--- config.mk ---
export PLATFORM = sky130hd
export DESIGN_NAME = vcmask_unit
export DESIGN_NICKNAME = d
export VERILOG_FILES = /design/src/rtl/vcmask_pkg.sv /design/src/rtl/vcmask_cmp.sv /design/src/rtl/vcmask_popc.sv /design/src/rtl/vcmask_unit.sv
export SDC_FILE = /design/constraint.sdc
export NUM_CORES = 1
export LEC_CHECK = 0
export ABC_AREA = 0
export BUFFER_PORTS_ARGS = -buffer_cell sky130_fd_sc_hd__clkbuf_2
export CAP_MARGIN = 20
export CELL_PAD_IN_SITES_DETAIL_PLACEMENT = 1
export CELL_PAD_IN_SITES_GLOBAL_PLACEMENT = 1
export CORE_ASPECT_RATIO = 1.1
export CORE_MARGIN = 3
export CORE_UTILIZATION = 35
export CTS_CLUSTER_DIAMETER = 150
export DETAILED_ROUTE_END_ITERATION = 10
export GPL_TIMING_DRIVEN = 0
export PLACE_DENSITY_LB_ADDON = 0.1
export SETUP_SLACK_MARGIN = 0.2
export SKIP_CTS_REPAIR_TIMING = 1
export SLEW_MARGIN = 20
export SYNTH_ARGS = -nofsm -noshare
export SYNTH_HDL_FRONTEND = slang
export SYNTH_SLANG_ARGS = --single-unit
export TNS_END_PERCENT = 100
--- constraint.sdc ---
create_clock -name clk -period 7.95 [get_ports clk]
set_input_delay 0.795 -clock clk [delete_from_list [all_inputs] [get_ports clk]]
set_output_delay 0.795 -clock clk [all_outputs]
set_load 0.01 [all_outputs]
--- src/rtl/vcmask_pkg.sv ---
package vcmask_pkg;
    typedef enum logic [2:0] {
        OP_CMP_VV  = 3'd0,
        OP_CMP_VS  = 3'd1,
        OP_POPC    = 3'd2,
        OP_SETALL  = 3'd3,
        OP_MASK_RD = 3'd4,
        OP_MASK_WR = 3'd5
    } vop_e;

    typedef enum logic [2:0] {
        CC_EQ = 3'd0,
        CC_NE = 3'd1,
        CC_GT = 3'd2,
        CC_LT = 3'd3,
        CC_GE = 3'd4,
        CC_LE = 3'd5
    } vcc_e;
endpackage

--- src/rtl/vcmask_cmp.sv ---
module vcmask_cmp #(
    parameter int EW = 64
) (
    input  logic [EW-1:0] lhs,
    input  logic [EW-1:0] rhs,
    input  logic [2:0]    cc,
    output logic          hit
);
    import vcmask_pkg::*;

    logic eq, lt;

    always_comb begin
        eq = (lhs == rhs);
        lt = ($signed(lhs) < $signed(rhs));
        case (vcc_e'(cc))
            CC_EQ:   hit = eq;
            CC_NE:   hit = !eq;
            CC_GT:   hit = !eq && !lt;
            CC_LT:   hit = lt;
            CC_GE:   hit = !lt;
            CC_LE:   hit = lt || eq;
            default: hit = 1'b0;
        endcase
    end
endmodule

--- src/rtl/vcmask_popc.sv ---
module vcmask_popc #(
    parameter int NELEM = 64,
    parameter int LW    = $clog2(NELEM + 1)
) (
    input  logic [NELEM-1:0] mask,
    input  logic [LW-1:0]    len,
    output logic [LW-1:0]    count
);
    logic [NELEM-1:0] keep;

    for (genvar g = 0; g < NELEM; g++) begin : g_keep
        assign keep[g] = (LW'(g) < len) && mask[g];
    end

    always_comb begin
        count = '0;
        for (int k = 0; k < NELEM; k++) begin
            count = count + LW'(keep[k]);
        end
    end
endmodule

--- src/rtl/vcmask_unit.sv ---
module vcmask_unit #(
    parameter int NELEM = 64,
    parameter int EW    = 64,
    parameter int SW    = 64,
    parameter int LW    = $clog2(NELEM + 1)
) (
    input  logic             clk,
    input  logic             rst_n,
    input  logic             op_valid,
    input  logic [2:0]       op_code,
    input  logic [2:0]       op_cond,
    input  logic [LW-1:0]    op_vlen,
    input  logic [SW-1:0]    scalar_in,
    input  logic             elem_valid,
    input  logic [EW-1:0]    elem_a,
    input  logic [EW-1:0]    elem_b,
    output logic             busy,
    output logic             done,
    output logic [NELEM-1:0] mask_out,
    output logic [SW-1:0]    scalar_out
);
    import vcmask_pkg::*;

    typedef struct packed {
        logic             busy;
        logic             done;
        logic             vs;
        logic [2:0]       cc;
        logic [EW-1:0]    scal;
        logic [LW-1:0]    len;
        logic [LW-1:0]    idx;
        logic [NELEM-1:0] acc;
        logic [NELEM-1:0] mask;
        logic [SW-1:0]    sout;
    } state_t;

    state_t        s_d, s_q;
    logic [LW-1:0] len_clamped;
    logic [LW-1:0] pop_count;
    logic [EW-1:0] rhs_sel;
    logic          elem_hit;
    logic          accept;

    assign len_clamped = (op_vlen > LW'(NELEM)) ? LW'(NELEM) : op_vlen;
    assign rhs_sel     = s_q.vs ? s_q.scal : elem_b;
    assign accept      = op_valid && !s_q.busy;

    vcmask_cmp #(.EW(EW)) u_cmp (
        .lhs (elem_a),
        .rhs (rhs_sel),
        .cc  (s_q.cc),
        .hit (elem_hit)
    );

    vcmask_popc #(.NELEM(NELEM), .LW(LW)) u_popc (
        .mask  (s_q.mask),
        .len   (len_clamped),
        .count (pop_count)
    );

    always_comb begin
        s_d      = s_q;
        s_d.done = 1'b0;
        if (s_q.busy) begin
            if (elem_valid) begin
                for (int k = 0; k < NELEM; k++) begin
                    if (LW'(k) == s_q.idx) s_d.acc[k] = elem_hit;
                end
                if (s_q.idx == s_q.len - LW'(1)) begin
                    s_d.mask = s_d.acc;
                    s_d.busy = 1'b0;
                    s_d.done = 1'b1;
                end else begin
                    s_d.idx = s_q.idx + LW'(1);
                end
            end
        end else if (accept) begin
            case (vop_e'(op_code))
                OP_CMP_VV, OP_CMP_VS: begin
                    s_d.vs   = (vop_e'(op_code) == OP_CMP_VS);
                    s_d.cc   = op_cond;
                    s_d.scal = EW'(scalar_in);
                    s_d.len  = len_clamped;
                    s_d.idx  = '0;
                    s_d.acc  = '0;
                    if (len_clamped == '0) begin
                        s_d.mask = '0;
                        s_d.done = 1'b1;
                    end else begin
                        s_d.busy = 1'b1;
                    end
                end
                OP_POPC: begin
                    s_d.sout = SW'(pop_count);
                    s_d.done = 1'b1;
                end
                OP_SETALL: begin
                    s_d.mask = '1;
                    s_d.done = 1'b1;
                end
                OP_MASK_RD: begin
                    s_d.sout = SW'(s_q.mask);
                    s_d.done = 1'b1;
                end
                OP_MASK_WR: begin
                    s_d.mask = NELEM'(scalar_in);
                    s_d.done = 1'b1;
                end
                default: ;
            endcase
        end
    end

    always_ff @(posedge clk) begin
        if (!rst_n) s_q <= '0;
        else        s_q <= s_d;
    end

    assign busy       = s_q.busy;
    assign done       = s_q.done;
    assign mask_out   = s_q.mask;
    assign scalar_out = s_q.sout;
endmodule

## Word level (Yosys, flattened, before mapping)

Cells that the tools add are included.

- Eq/ne operators: 79
- $add $sub $neg: 65
- Bitwise logic cells: 1
- Multiplexer cells: 83
- Order comparisons: 66
- Reductions and logical operators: 85

Operators by type and width:

| operator | count |
|---|---|
| 7-bit by 1-bit adder with 7-bit output | 62 |
| 276-bit two-way mux | 1 |
| 135-bit two-way mux | 2 |
| 6-bit by 7-bit equality test with 1-bit output, first input constant | 32 |
| 6-bit by 7-bit < comparator with 1-bit output, first input constant | 32 |
| 64-bit two-way mux | 3 |
| 64-bit one-hot mux with 3 select lines | 1 |
| 146-bit two-way mux | 1 |
| 64-bit one-hot mux with 2 select lines | 1 |
| 5-bit by 7-bit equality test with 1-bit output, first input constant | 16 |
| 5-bit by 7-bit < comparator with 1-bit output, first input constant | 16 |
| 1-bit two-way mux | 67 |
| 1-bit logical AND | 66 |
| 64-bit equality test | 1 |
| 64-bit < comparator | 1 |
| 4-bit by 7-bit equality test with 1-bit output, first input constant | 8 |
| 4-bit by 7-bit < comparator with 1-bit output, first input constant | 8 |
| 3-bit by 7-bit equality test with 1-bit output, first input constant | 4 |
| 3-bit by 7-bit < comparator with 1-bit output, first input constant | 4 |
| 2-bit by 7-bit equality test with 1-bit output, first input constant | 2 |
| 7-bit logical NOT | 2 |
| 1-bit by 7-bit < comparator with 1-bit output, first input constant | 2 |
| 2-bit by 7-bit < comparator with 1-bit output, first input constant | 2 |
| 7-bit two-way mux | 2 |
| other kinds (26) | 43 |

- Word-level logic and storage cells: 389
- Output and inout bits: 130
- Register bits: 276

## Logic depth before layout (Yosys ltp)

Gate-level depths: netlist of run 1.

- Word-level depth: 70
- Gate-level depth with buffers: 30

## Cells and area by module

From an unflattened synthesis of run 1, not the netlist that was laid out.

- Cells, all modules: 2378
- Area, all modules: 18695.4 sq um

By module, submodules not included:

| module | times used | cells an instance | area an instance (sq um) | seq. area each (sq um) |
|---|---|---|---|---|
| vcmask_unit | 1 | 1828 | 14486.4 | 5525.3 |
| vcmask_popc | 1 | 300 | 2488.6 | 0.0 |
| vcmask_cmp | 1 | 250 | 1720.4 | 0.0 |

## Least setup slack after synthesis of run 1

Ideal clock, no wire load.

- Path kind: input port to flip-flop
- Start point: input op_vlen[4]
- End point: register s_q, in the netlist scalar_out[6]
- Buffers on the path: 2
- Stages: 28
- Required time: 7822 ps
- Library setup time: 128 ps
- Slack: 9 ps
- Data arrival time: 7813 ps
- Path through: or3_1 -> clkbuf_1 -> or2_0 -> clkbuf_1 -> nor2_1 -> nor2b_1 -> ha_1 -> inv_1 -> fa_1 -> fa_1 -> fa_1 -> fa_1 -> fa_1 -> fa_1 -> fa_1 -> inv_1 -> fa_1 -> fa_1 -> inv_1 -> fa_1 -> nor2b_1 -> o21ai_0 -> nand2b_1 -> a21o_1 -> a211oi_1 -> nor3_1 -> a21oi_1 -> nor2_1

- Word-level cells in the longest chain between the ends: 68
- Elaborated cells on any way between the ends: 194
- Classes of those cells: add/sub (63); order compare (65); mux (2); reduce/logical (64)

Ends and longest elaborated chain:

| what | line | text |
|---|---|---|
| from (decl) | vcmask_unit.sv:12 | `input logic [LW-1:0] op_vlen,` |
| 7-bit greater-than comparator | vcmask_unit.sv:44 | `assign len_clamped = (op_vlen > LW'(NELEM)) ? LW'(NELEM) : op_vlen;` |
| 7-bit two-way mux * | vcmask_unit.sv:44 |  |
| 1-bit by 7-bit < comparator with 1-bit output | vcmask_popc.sv:12 | `assign keep[g] = (LW'(g) < len) && mask[g];` |
| 1-bit logical AND | vcmask_popc.sv:12 |  |
| 1-bit by 1-bit adder with 2-bit output | vcmask_popc.sv:18 | `count = count + LW'(keep[k]);` |
| 7-bit by 1-bit adder with 7-bit output (61 in a row) | vcmask_popc.sv:18 |  |
| 7-bit by 1-bit adder with 7-bit output * | vcmask_popc.sv:18 |  |
| 64-bit one-hot mux with 2 select lines * | vcmask_unit.sv:78 | `case (vop_e'(op_code))` |
| to (signal assigned) | vcmask_unit.sv:115 | `if (!rst_n) s_q <= '0;` |
| to (signal assigned) | vcmask_unit.sv:116 | `else s_q <= s_d;` |
| to (decl) | vcmask_unit.sv:37 | `state_t s_d, s_q;` |

Mark *: on every way between the ends. The rest lies on a longest branch, timed or not.
A chain may end at the register's enable or synchronous reset.

## Worst setup path in the final report of run 1

- Start point: input op_vlen[5]
- End point: register s_q, in the netlist scalar_out[6]

Same word-level chain as after synthesis.

==> run_results.csv, run 1 <==
group,metric,value,unit
outcome,status,"finished, final reports clean",
global_routing,grt_pass1_vias,18915,
global_routing,grt_util_met3,3.91,%
setup_path,endpoint,"scalar_out[6]$_SDFFE_PN0P_",
logic_synthesis,synth_edf_count,0,
timing,post-route-min-period,7.57,ns
timing,setup_slack,0.385,ns
setup_path,cp-end-kind,"flip-flop",
global_routing,antenna_found_initial,2,
floorplan,dieArea,53800,sq um
job,max_cap_violations,0,
cts,path_clk_slew,0.06,ns
timing,max_freq,132,MHz
placed_design,dp_slack,-0.762,ns
floorplan,die_w,222,um
floorplan,rows,86,
cts,cts_made_buffers,36,
worst_hold_path,min-delay-path-class,"flip-flop to flip-flop",
timing,fin_setup_tns,0,ns
floorplan,die_h,243,um
global_routing,use_met2,49.0,%
final_layout,final_common_cell,"clkbuf_2",
timing,worst_pin_slew,1.14,ns
power_and_ir_drop,vdd_drop_max,0.208,mV
final_layout,nNetsFinal,2875,
setup_path,crit-reg2reg-capture,"scalar_out[6]$_SDFFE_PN0P_",
setup_path,cp_data_arrival_time,7.96,ns
routing,drt_iter0_markers,1091,
timing,max_slew_margin,23.7,%
logic_synthesis,synth.avg_cell_area,8.32,sq um
routing,dr.pass1.iters,5,
final_layout,design_area,21700,sq um
setup_path,reg2regPathDepth,23,
logic_synthesis,synthArstFlopShare,0,%
power_and_ir_drop,leakagePower,8.95,nW
setup_path,cpPeakStageDelay,0.54,ns
logic_synthesis,yosysTopAreaCell,"dfxtp_1",
power_and_ir_drop,powerDensity,217,nW/um^2
cts,numClockSinks,276,
timing,setup_viol,0,
routing,drtAntennaViolNets,0,
setup_path,cp_common_cell,"fa_1",
timing,finalMaxSlewViolations,0,
logic_synthesis,synthCells,2150,
logic_synthesis,syn_nets,2498,
setup_path,crit_type,"input port to flip-flop",
routing,wl_per_cell,24.1,um
placed_design,dpl.cell_count,3144,
final_layout,area_delta_synth_final,21.1,%
cts,cts_tree,"built",
setup_path,critPathLaunchType,"input port",
global_routing,busiest_layer,"met2",
final_layout,instances_no_fill,3215,
timing,rsz0062_at_grt,"true",
logic_synthesis,ys_seq_area_share,30.9,%
logic_synthesis,syn_area,17900,sq um
logic_synthesis,synth_top_area_share,30.9,%
cts,cts_root_buf,"clkbuf_16",
logic_synthesis,ys_top_cells_by_area,"dfxtp_1, o21ai_0, fa_1",
global_routing,track_usage,27.9,%
setup_path,worst-r2r-setup-slack,1.09,ns
global_routing,grt_pass1_wl,115000,um
timing,min_period_over_period,95.2,%
logic_synthesis,synth_top_flop_cell,"dfxtp_1",
floorplan,start_util,35.5,%
setup_path,cp-startpoint,"op_vlen[5]",
power_and_ir_drop,total_power,4.71,mW
routing,via_per_inst,5.55,
placed_design,dpl.hpwl,62100,um
placed_design,place_area,20400,sq um
global_routing,overflow,0,
timing,hold_viol_final,0,
cts,clockBufferDepth,3,
routing,wl,77300,um
setup_path,slowest_stage,"fa_1",
cts,clock_latency,0.56,ns
logic_synthesis,ys_ff_latch,276,
cts,htree_levels,2,
floorplan,io_pins,339,
floorplan,coreArea,50400,sq um
final_layout,mostFrequentLayoutCells,"clkbuf_2, o21ai_0, dfxtp_1",
routing,remaining_drc_errors,0,
global_routing,grt.met1_usage,33.9,%
final_layout,final_util,43.0,%
placed_design,port_buffers,332,
final_layout,layout-drive-gt1-share,26.8,%
timing,whs,0.452,ns
setup_path,r2r_start,"mask_out[0]$_SDFFE_PN0P_",
timing,finClkSkew,0.0226,ns
logic_synthesis,ys_types,62,
global_routing,grt_max_degree,12,
logic_synthesis,synth_warnings,0,
setup_path,cp.required,8.35,ns
placed_design,place_congestion,0.901,
setup_path,crit_fanout,7,
routing,via_count,17851,
worst max-delay path: cells and delay by family:
family / cells / cell delay [ns]
adders and majority gates: 11 / 4.90
and+or+nand+nor: 8 / 1.00
AOI/OAI and AO/OA: 4 / 0.68
buffers and inverters: 6 / 0.57
flip-flops by register name (all words and copies together) (netlist names):
register and cells:
done 1, scalar_out 64, mask_out 64, busy 1
s_q 146
per-layer routing:
layer	up-vias	part of all wire, %
li1	8293	-
met1	8908	41
met2	491	49
met3	159	4.6
met4	0	4.8
met5	-	0
logic make-up (layout without fill, tap and decap cells):
logic type               count (synthesis)  count (layout)  share of synthesized area [%]
AO/OA/AOI/OAI                          739             739                           28.0
other                                    0               2                              0
multiplexers                            65              65                           3.65
adder cells (fa/ha/maj)                140             140                           12.0
flip-flops                             276             276                           30.9
XOR/XNOR                                19              19                          0.973
buffers and inverters                  366             769                           10.5
AND/OR/NAND/NOR                        545             545                           14.0
Yosys cell counts, types with 9 or more instances:
master    number
o21ai_0      281
nor2_1        94
a21oi_1      139
buf_2          9
nand2_1      256
o21a_1        12
a31o_2        57
nor3_1        16
fa_1          54
and2_1        19
xnor2_1       12
dfxtp_1      276
mux2i_1       63
inv_1         58
nor2b_1       27
o41ai_1       13
a21boi_0      62
clkbuf_1     164
nand4_1       15
o41ai_2       51
a22oi_1       57
ha_1          85
o21ai_1       22
nand3_1       75
buf_4        129
how the worst min path moves through the flow:
stage | startpoint | endpoint | slack [ns] | depth (start not counted)
after floorplan | scalar_out[1]$_SDFFE_PN0P_ | scalar_out[1]$_SDFFE_PN0P_ | 0.43 | 2
after global routing | op_cond[1] | s_q[271]$_SDFFE_PN0P_ | 0.49 | 3
final | scalar_out[1]$_SDFFE_PN0P_ | scalar_out[1]$_SDFFE_PN0P_ | 0.45 | 2
after global placement | scalar_out[1]$_SDFFE_PN0P_ | scalar_out[1]$_SDFFE_PN0P_ | 0.45 | 2
after CTS | scalar_in[53] | s_q[259]$_SDFFE_PN0P_ | 0.45 | 3
after detailed placement | scalar_out[1]$_SDFFE_PN0P_ | scalar_out[1]$_SDFFE_PN0P_ | 0.45 | 2
area by class of cell:
| class | count | area [sq um] |
|---|---|---|
| Buffer | 308 | 1700 |
| Tap cell | 660 | 826 |
| Multi-Input combinational cell | 1508 | 10600 |
| Clock buffer | 50 | 1000 |
| Fill cell | 6117 | 28700 |
| Antenna cell | 2 | 5.00 |
| Clock inverter | 14 | 97.6 |
| Timing Repair Buffer | 339 | 1720 |
| Sequential cell | 276 | 5530 |
| Inverter | 58 | 218 |
report_power, final:
| group | switching (mW) | internal (mW) | total (mW) |
|---|---|---|---|
| clock | 0.679 | 0.888 | 1.57 |
| combinational | 0.928 | 0.697 | 1.63 |
| sequential | 0.0809 | 1.43 | 1.51 |
(Power assumes the default switching activity.)
==> inputs of run 2 (changes only) <==
--- a/config.mk
+++ b/config.mk
@@ -11,7 +11,7 @@
 export CELL_PAD_IN_SITES_DETAIL_PLACEMENT = 1
 export CELL_PAD_IN_SITES_GLOBAL_PLACEMENT = 1
 export CORE_ASPECT_RATIO = 1.1
-export CORE_MARGIN = 3
+export CORE_MARGIN = 5
 export CORE_UTILIZATION = 35
 export CTS_CLUSTER_DIAMETER = 150
 export DETAILED_ROUTE_END_ITERATION = 10
==> run_results.csv, run 2 (synthesis results as in run 1) <==
group,metric,value,unit
floorplan,dieArea,55700,sq um
global_routing,grt_pass1_wl,116000,um
power_and_ir_drop,vdd_drop_max,0.266,mV
setup_path,cp_data_arrival_time,8.01,ns
routing,drtAntennaViolNets,0,
final_layout,largest_register,"s_q",
final_layout,mostFrequentLayoutCells,"clkbuf_2, o21ai_0, dfxtp_1",
worst_hold_path,min-delay-path-class,"flip-flop to flip-flop",
cts,clockBufferDepth,3,
timing,hold_viol_final,0,
routing,wl_per_cell,24.3,um
worst_hold_path,min_delay_worst_endpoint,"scalar_out[1]$_SDFFE_PN0P_",
setup_path,reg2regPathDepth,23,
floorplan,die_h,247,um
worst_hold_path,hold_depth,2,
routing,wl,78200,um
power_and_ir_drop,leakagePower,8.96,nW
timing,finClkSkew,0.0256,ns
cts,path_clk_slew,0.06,ns
final_layout,layout-drive-gt1-share,26.9,%
power_and_ir_drop,powerDensity,220,nW/um^2
outcome,status,"finished, final reports clean",
cts,clock_latency,0.55,ns
floorplan,start_util,35.5,%
timing,whs,0.456,ns
placed_design,dpl.hpwl,62600,um
final_layout,final_common_cell,"clkbuf_2",
setup_path,crit-reg2reg-capture,"scalar_out[6]$_SDFFE_PN0P_",
timing,worst_pin_slew,1.13,ns
final_layout,largest_reg_flops,146,
global_routing,overflow,0,
placed_design,dpl.cell_count,3146,
timing,fin_setup_tns,0,ns
timing,max_slew_margin,24.9,%
worst_hold_path,worstHoldStart,"scalar_out[1]$_SDFFE_PN0P_",
floorplan,io_pins,339,
setup_path,worst-r2r-setup-slack,1.06,ns
routing,via_per_inst,5.53,
power_and_ir_drop,total_power,4.76,mW
setup_path,critPathLaunchType,"input port",
timing,rsz0062_at_grt,"true",
floorplan,coreArea,50400,sq um
placed_design,place_congestion,0.912,
timing,max_freq,131,MHz
setup_path,cp-startpoint,"op_vlen[4]",
final_layout,area_delta_synth_final,21.2,%
timing,finalMaxSlewViolations,0,
global_routing,grt_pass1_vias,18773,
routing,remaining_drc_errors,0,
timing,setup_viol,0,
setup_path,crit_fanout,7,
floorplan,die_w,226,um
routing,dr.pass1.iters,5,
global_routing,antenna_found_initial,5,
cts,cts_root_buf,"clkbuf_16",
cts,htree_levels,2,
routing,via_count,17770,
setup_path,r2r_start,"mask_out[0]$_SDFFE_PN0P_",
job,max_cap_violations,0,
timing,min_period_over_period,95.9,%
global_routing,grt_max_degree,12,
final_layout,nNetsFinal,2879,
cts,cts_tree,"built",
setup_path,crit_type,"input port to flip-flop",
setup_path,cp-end-kind,"flip-flop",
routing,drt_iter0_markers,1009,
placed_design,port_buffers,332,
setup_path,cp.required,8.33,ns
cts,numClockSinks,276,
floorplan,rows,86,
global_routing,track_usage,27.3,%
cts,cts_made_buffers,34,
timing,post-route-min-period,7.62,ns
final_layout,num-fill-cells,6190,
final_layout,instances_no_fill,3213,
run 2: per-layer routing:
metal	part of all wire, %	GRT usage [%]	vias to the layer above	routed length (um)
met3	4.5	3.75	126	3530
met5	0	0	-	0
met4	4.4	11.0	0	3450
met2	49	47.5	468	38600
met1	42	34.2	8874	32600
li1	-	-	8302	-
run 2: worst max path at each step:
stage	endpoint	slack [ns]	depth (start not counted)
after floorplan	scalar_out[6]$_SDFFE_PN0P_	0.26	27
after global placement	scalar_out[6]$_SDFFE_PN0P_	-0.68	29
after detailed placement	scalar_out[6]$_SDFFE_PN0P_	-0.66	29
after CTS	scalar_out[6]$_SDFFE_PN0P_	-0.13	29
after global routing	scalar_out[6]$_SDFFE_PN0P_	0.13	28
final	scalar_out[6]$_SDFFE_PN0P_	0.33	28
run 2: final cells by class:
type / count / area [sq um] / share of cell area (%)
inverters: 58 / 218 / 1.00
flip-flops and latches: 276 / 5530 / 25.5
repair buffers: 345 / 1780 / 8.20
multi-input cells: 1508 / 10600 / 48.8
diodes: 3 / 7.51 / 0.0346
well taps: 660 / 826 / 3.81
clock buffers: 49 / 998 / 4.61
clock inverters: 6 / 33.8 / 0.156
plain buffers: 308 / 1700 / 7.85
run 2: power by group:
| group | switching (mW) | internal, mW |
|---|---|---|
| Clock | 0.637 | 0.867 |
| Combinational | 1.01 | 0.726 |
| Sequential | 0.0808 | 1.43 |
| Total | 1.73 | 3.03 |
run 2: critical path: stages:
cell and delay [ns]:
clkbuf_2 0.12, or3_4 0.39, buf_6 0.13, or2_1 0.23
buf_6 0.14, o21a_1 0.17, ha_1 0.27, inv_1 0.04
fa_1 0.51, fa_1 0.46, fa_1 0.55, fa_2 0.48
fa_1 0.53, fa_1 0.54, fa_1 0.52, inv_2 0.04
fa_1 0.50, fa_2 0.39, inv_2 0.07, fa_2 0.20
nor2b_2 0.06, o21ai_1 0.13, nand2b_1 0.10, a21o_1 0.18
a211oi_2 0.21, nor3_2 0.07, a21oi_1 0.14, nor2_1 0.06
run 2: metrics by stage:
step	area (sq um)	setup slack [ns]	util, %
floorplan	17900	0.257	-
global placement	20400	-0.680	40.5
detailed placement	20400	-0.659	40.6
CTS	21500	-0.134	42.6
global route	21700	0.127	43.0
finish	21700	0.328	43.0
==> inputs of run 3 (changes only) <==
--- a/config.mk
+++ b/config.mk
@@ -6,7 +6,7 @@
 export NUM_CORES = 1
 export LEC_CHECK = 0
 export ABC_AREA = 0
-export BUFFER_PORTS_ARGS = -buffer_cell sky130_fd_sc_hd__clkbuf_2
+export BUFFER_PORTS_ARGS = -buffer_cell sky130_fd_sc_hd__buf_2
 export CAP_MARGIN = 20
 export CELL_PAD_IN_SITES_DETAIL_PLACEMENT = 1
 export CELL_PAD_IN_SITES_GLOBAL_PLACEMENT = 1
==> run_results.csv, run 3 (synthesis results as in run 1) <==
group,metric,value,unit
routing,wl_per_cell,24.4,um
routing,drt_iter0_markers,1220,
power_and_ir_drop,powerDensity,215,nW/um^2
placed_design,dpl.hpwl,62500,um
global_routing,antenna_found_initial,5,
outcome,status,"finished, final reports clean",
global_routing,overflow,0,
final_layout,largest_reg_flops,146,
global_routing,grt_pass1_vias,18629,
routing,via_per_inst,5.57,
setup_path,crit_fanout,7,
final_layout,num-fill-cells,6137,
setup_path,cp-end-kind,"flip-flop",
cts,clock_latency,0.56,ns
power_and_ir_drop,seq_power_share,32.5,%
routing,remaining_drc_errors,0,
routing,dr_wl_met3,3860,um
setup_path,cp_common_cell,"fa_1",
floorplan,rows,86,
power_and_ir_drop,power.net_switching,1.68,mW
placed_design,place_area,20400,sq um
floorplan,die_w,226,um
timing,post-route-min-period,7.58,ns
final_layout,mostFrequentLayoutCells,"buf_2, o21ai_0, dfxtp_1",
floorplan,die_h,247,um
global_routing,grt_max_degree,12,
power_and_ir_drop,p_int,2.98,mW
routing,wl_met1,32700,um
setup_path,cpPeakStageDelay,0.55,ns
final_layout,largest_register,"s_q",
timing,worst_pin_slew,1.26,ns
floorplan,start_util,35.5,%
routing,dr_wl_met2,39000,um
routing,dr.pass1.iters,6,
placed_design,port_buffers,332,
global_routing,grt_pass1_wl,116000,um
final_layout,layout-drive-gt1-share,26.6,%
routing,dr.max_layer_used,"met5",
power_and_ir_drop,clockPowerShare,31.6,%
setup_path,slowest_stage,"fa_1",
worst_hold_path,min-delay-path-class,"flip-flop to flip-flop",
timing,finClkSkew,0.0283,ns
cts,numClockSinks,276,
setup_path,cp_data_arrival_time,7.97,ns
setup_path,critPathLaunchType,"input port",
timing,finalMaxSlewViolations,0,
power_and_ir_drop,p_sw_share,36.0,%
final_layout,nNetsFinal,2876,
final_layout,design_area,21600,sq um
cts,clockBufferDepth,3,
power_and_ir_drop,leakagePower,8.98,nW
floorplan,dieArea,55700,sq um
cts,cts_root_buf,"clkbuf_16",
cts,cts_tree,"built",
global_routing,track_usage,27.2,%
floorplan,io_pins,339,
timing,hold_viol_final,0,
timing,setup_viol,0,
timing,fin_setup_tns,0,ns
floorplan,coreArea,50400,sq um
power_and_ir_drop,comb_power_share,35.9,%
timing,min_period_over_period,95.4,%
cts,cts_made_buffers,34,
timing,max_freq,132,MHz
timing,rsz0062_at_grt,"true",
routing,wl,78400,um
placed_design,place_congestion,0.923,
routing,drtAntennaViolNets,0,
cts,path_clk_slew,0.05,ns
final_layout,area_delta_synth_final,20.9,%
job,max_cap_violations,0,
timing,max_slew_margin,16.0,%
routing,via_count,17885,
setup_path,cp.required,8.34,ns
cts,htree_levels,2,
setup_path,crit_type,"input port to flip-flop",
power_and_ir_drop,vdd_drop_max,0.220,mV
final_layout,final_common_cell,"buf_2",
==> run 3: cell types whose count changed in the layout (fill, tap and decap cells not counted), moves of 2 or more <==
cell      delta
buf_2      +331
clkbuf_2   -330
buf_4        -3
clkbuf_8     -3
clkbuf_1     +4
clkinv_2     -3
clkinv_8     +2
o21ai_0      +2
o21ai_1      -2
==> run 3: path summary, 6_finish.rpt <==
check	startpoint	endpoint	slack, ns	depth (start not counted)
worst max-delay path	op_vlen[5]	scalar_out[6]$_SDFFE_PN0P_	0.37	28
worst min-delay path	scalar_out[1]$_SDFFE_PN0P_	scalar_out[1]$_SDFFE_PN0P_	0.45	2
worst max register to register	mask_out[0]$_SDFFE_PN0P_	scalar_out[6]$_SDFFE_PN0P_	1.11	23
worst min register to register	scalar_out[1]$_SDFFE_PN0P_	scalar_out[1]$_SDFFE_PN0P_	0.45	2
==> run 3: power groups by stage <==
stage | Sequential, mW | Clock (mW) | Combinational (mW)
after global placement | 1.55 | 0 | 1.56
after CTS | 1.52 | 1.50 | 1.63
after detailed placement | 1.55 | 0 | 1.61
after global routing | 1.52 | 1.56 | 1.88
final | 1.51 | 1.47 | 1.67
after floorplan | 1.49 | 0 | 1.12
==> run 3: per-stage QoR <==
| step | power (mW) | setup slack, ns | instances | hold slack [ns] | util, % |
|---|---|---|---|---|---|
| after global routing | 4.96 | 0.143 | 3209 | 0.485 | 42.9 |
| after floorplan | 2.61 | 0.257 | 2150 | 0.432 | - |
| final | 4.66 | 0.366 | 3209 | 0.452 | 42.9 |
| after CTS | 4.65 | -0.162 | 3200 | 0.454 | 42.6 |
| after detailed placement | 3.16 | -0.702 | 3146 | 0.448 | 40.6 |
| after global placement | 3.10 | -0.661 | 3142 | 0.447 | 40.5 |
==> run 3: routing by layer <==
layer | track usage [%] | vias up
met2 | 48.1 | 521
met5 | 0 | -
met1 | 34.3 | 8949
met3 | 3.48 | 138
li1 | - | 8275
met4 | 9.24 | 2
==> run 3: area by class of cell <==
type | instances | area (sq um) | area share (%)
repair buffers | 342 | 1760 | 8.13
diodes | 3 | 7.51 | 0.0347
flip-flops and latches | 276 | 5530 | 25.6
multi-input cells | 1508 | 10600 | 48.9
clock buffers | 49 | 958 | 4.43
inverters | 58 | 218 | 1.01
plain buffers | 308 | 1690 | 7.84
clock inverters | 5 | 50.0 | 0.232
well taps | 660 | 826 | 3.82
==> run 3: worst max-delay path: cells and delay by family <==
family / cells / cell delay (ns)
adders and majority gates: 11 / 4.92
and+or+nand+nor: 6 / 0.88
AOI/OAI and AO/OA: 5 / 0.82
buffers and inverters: 6 / 0.57
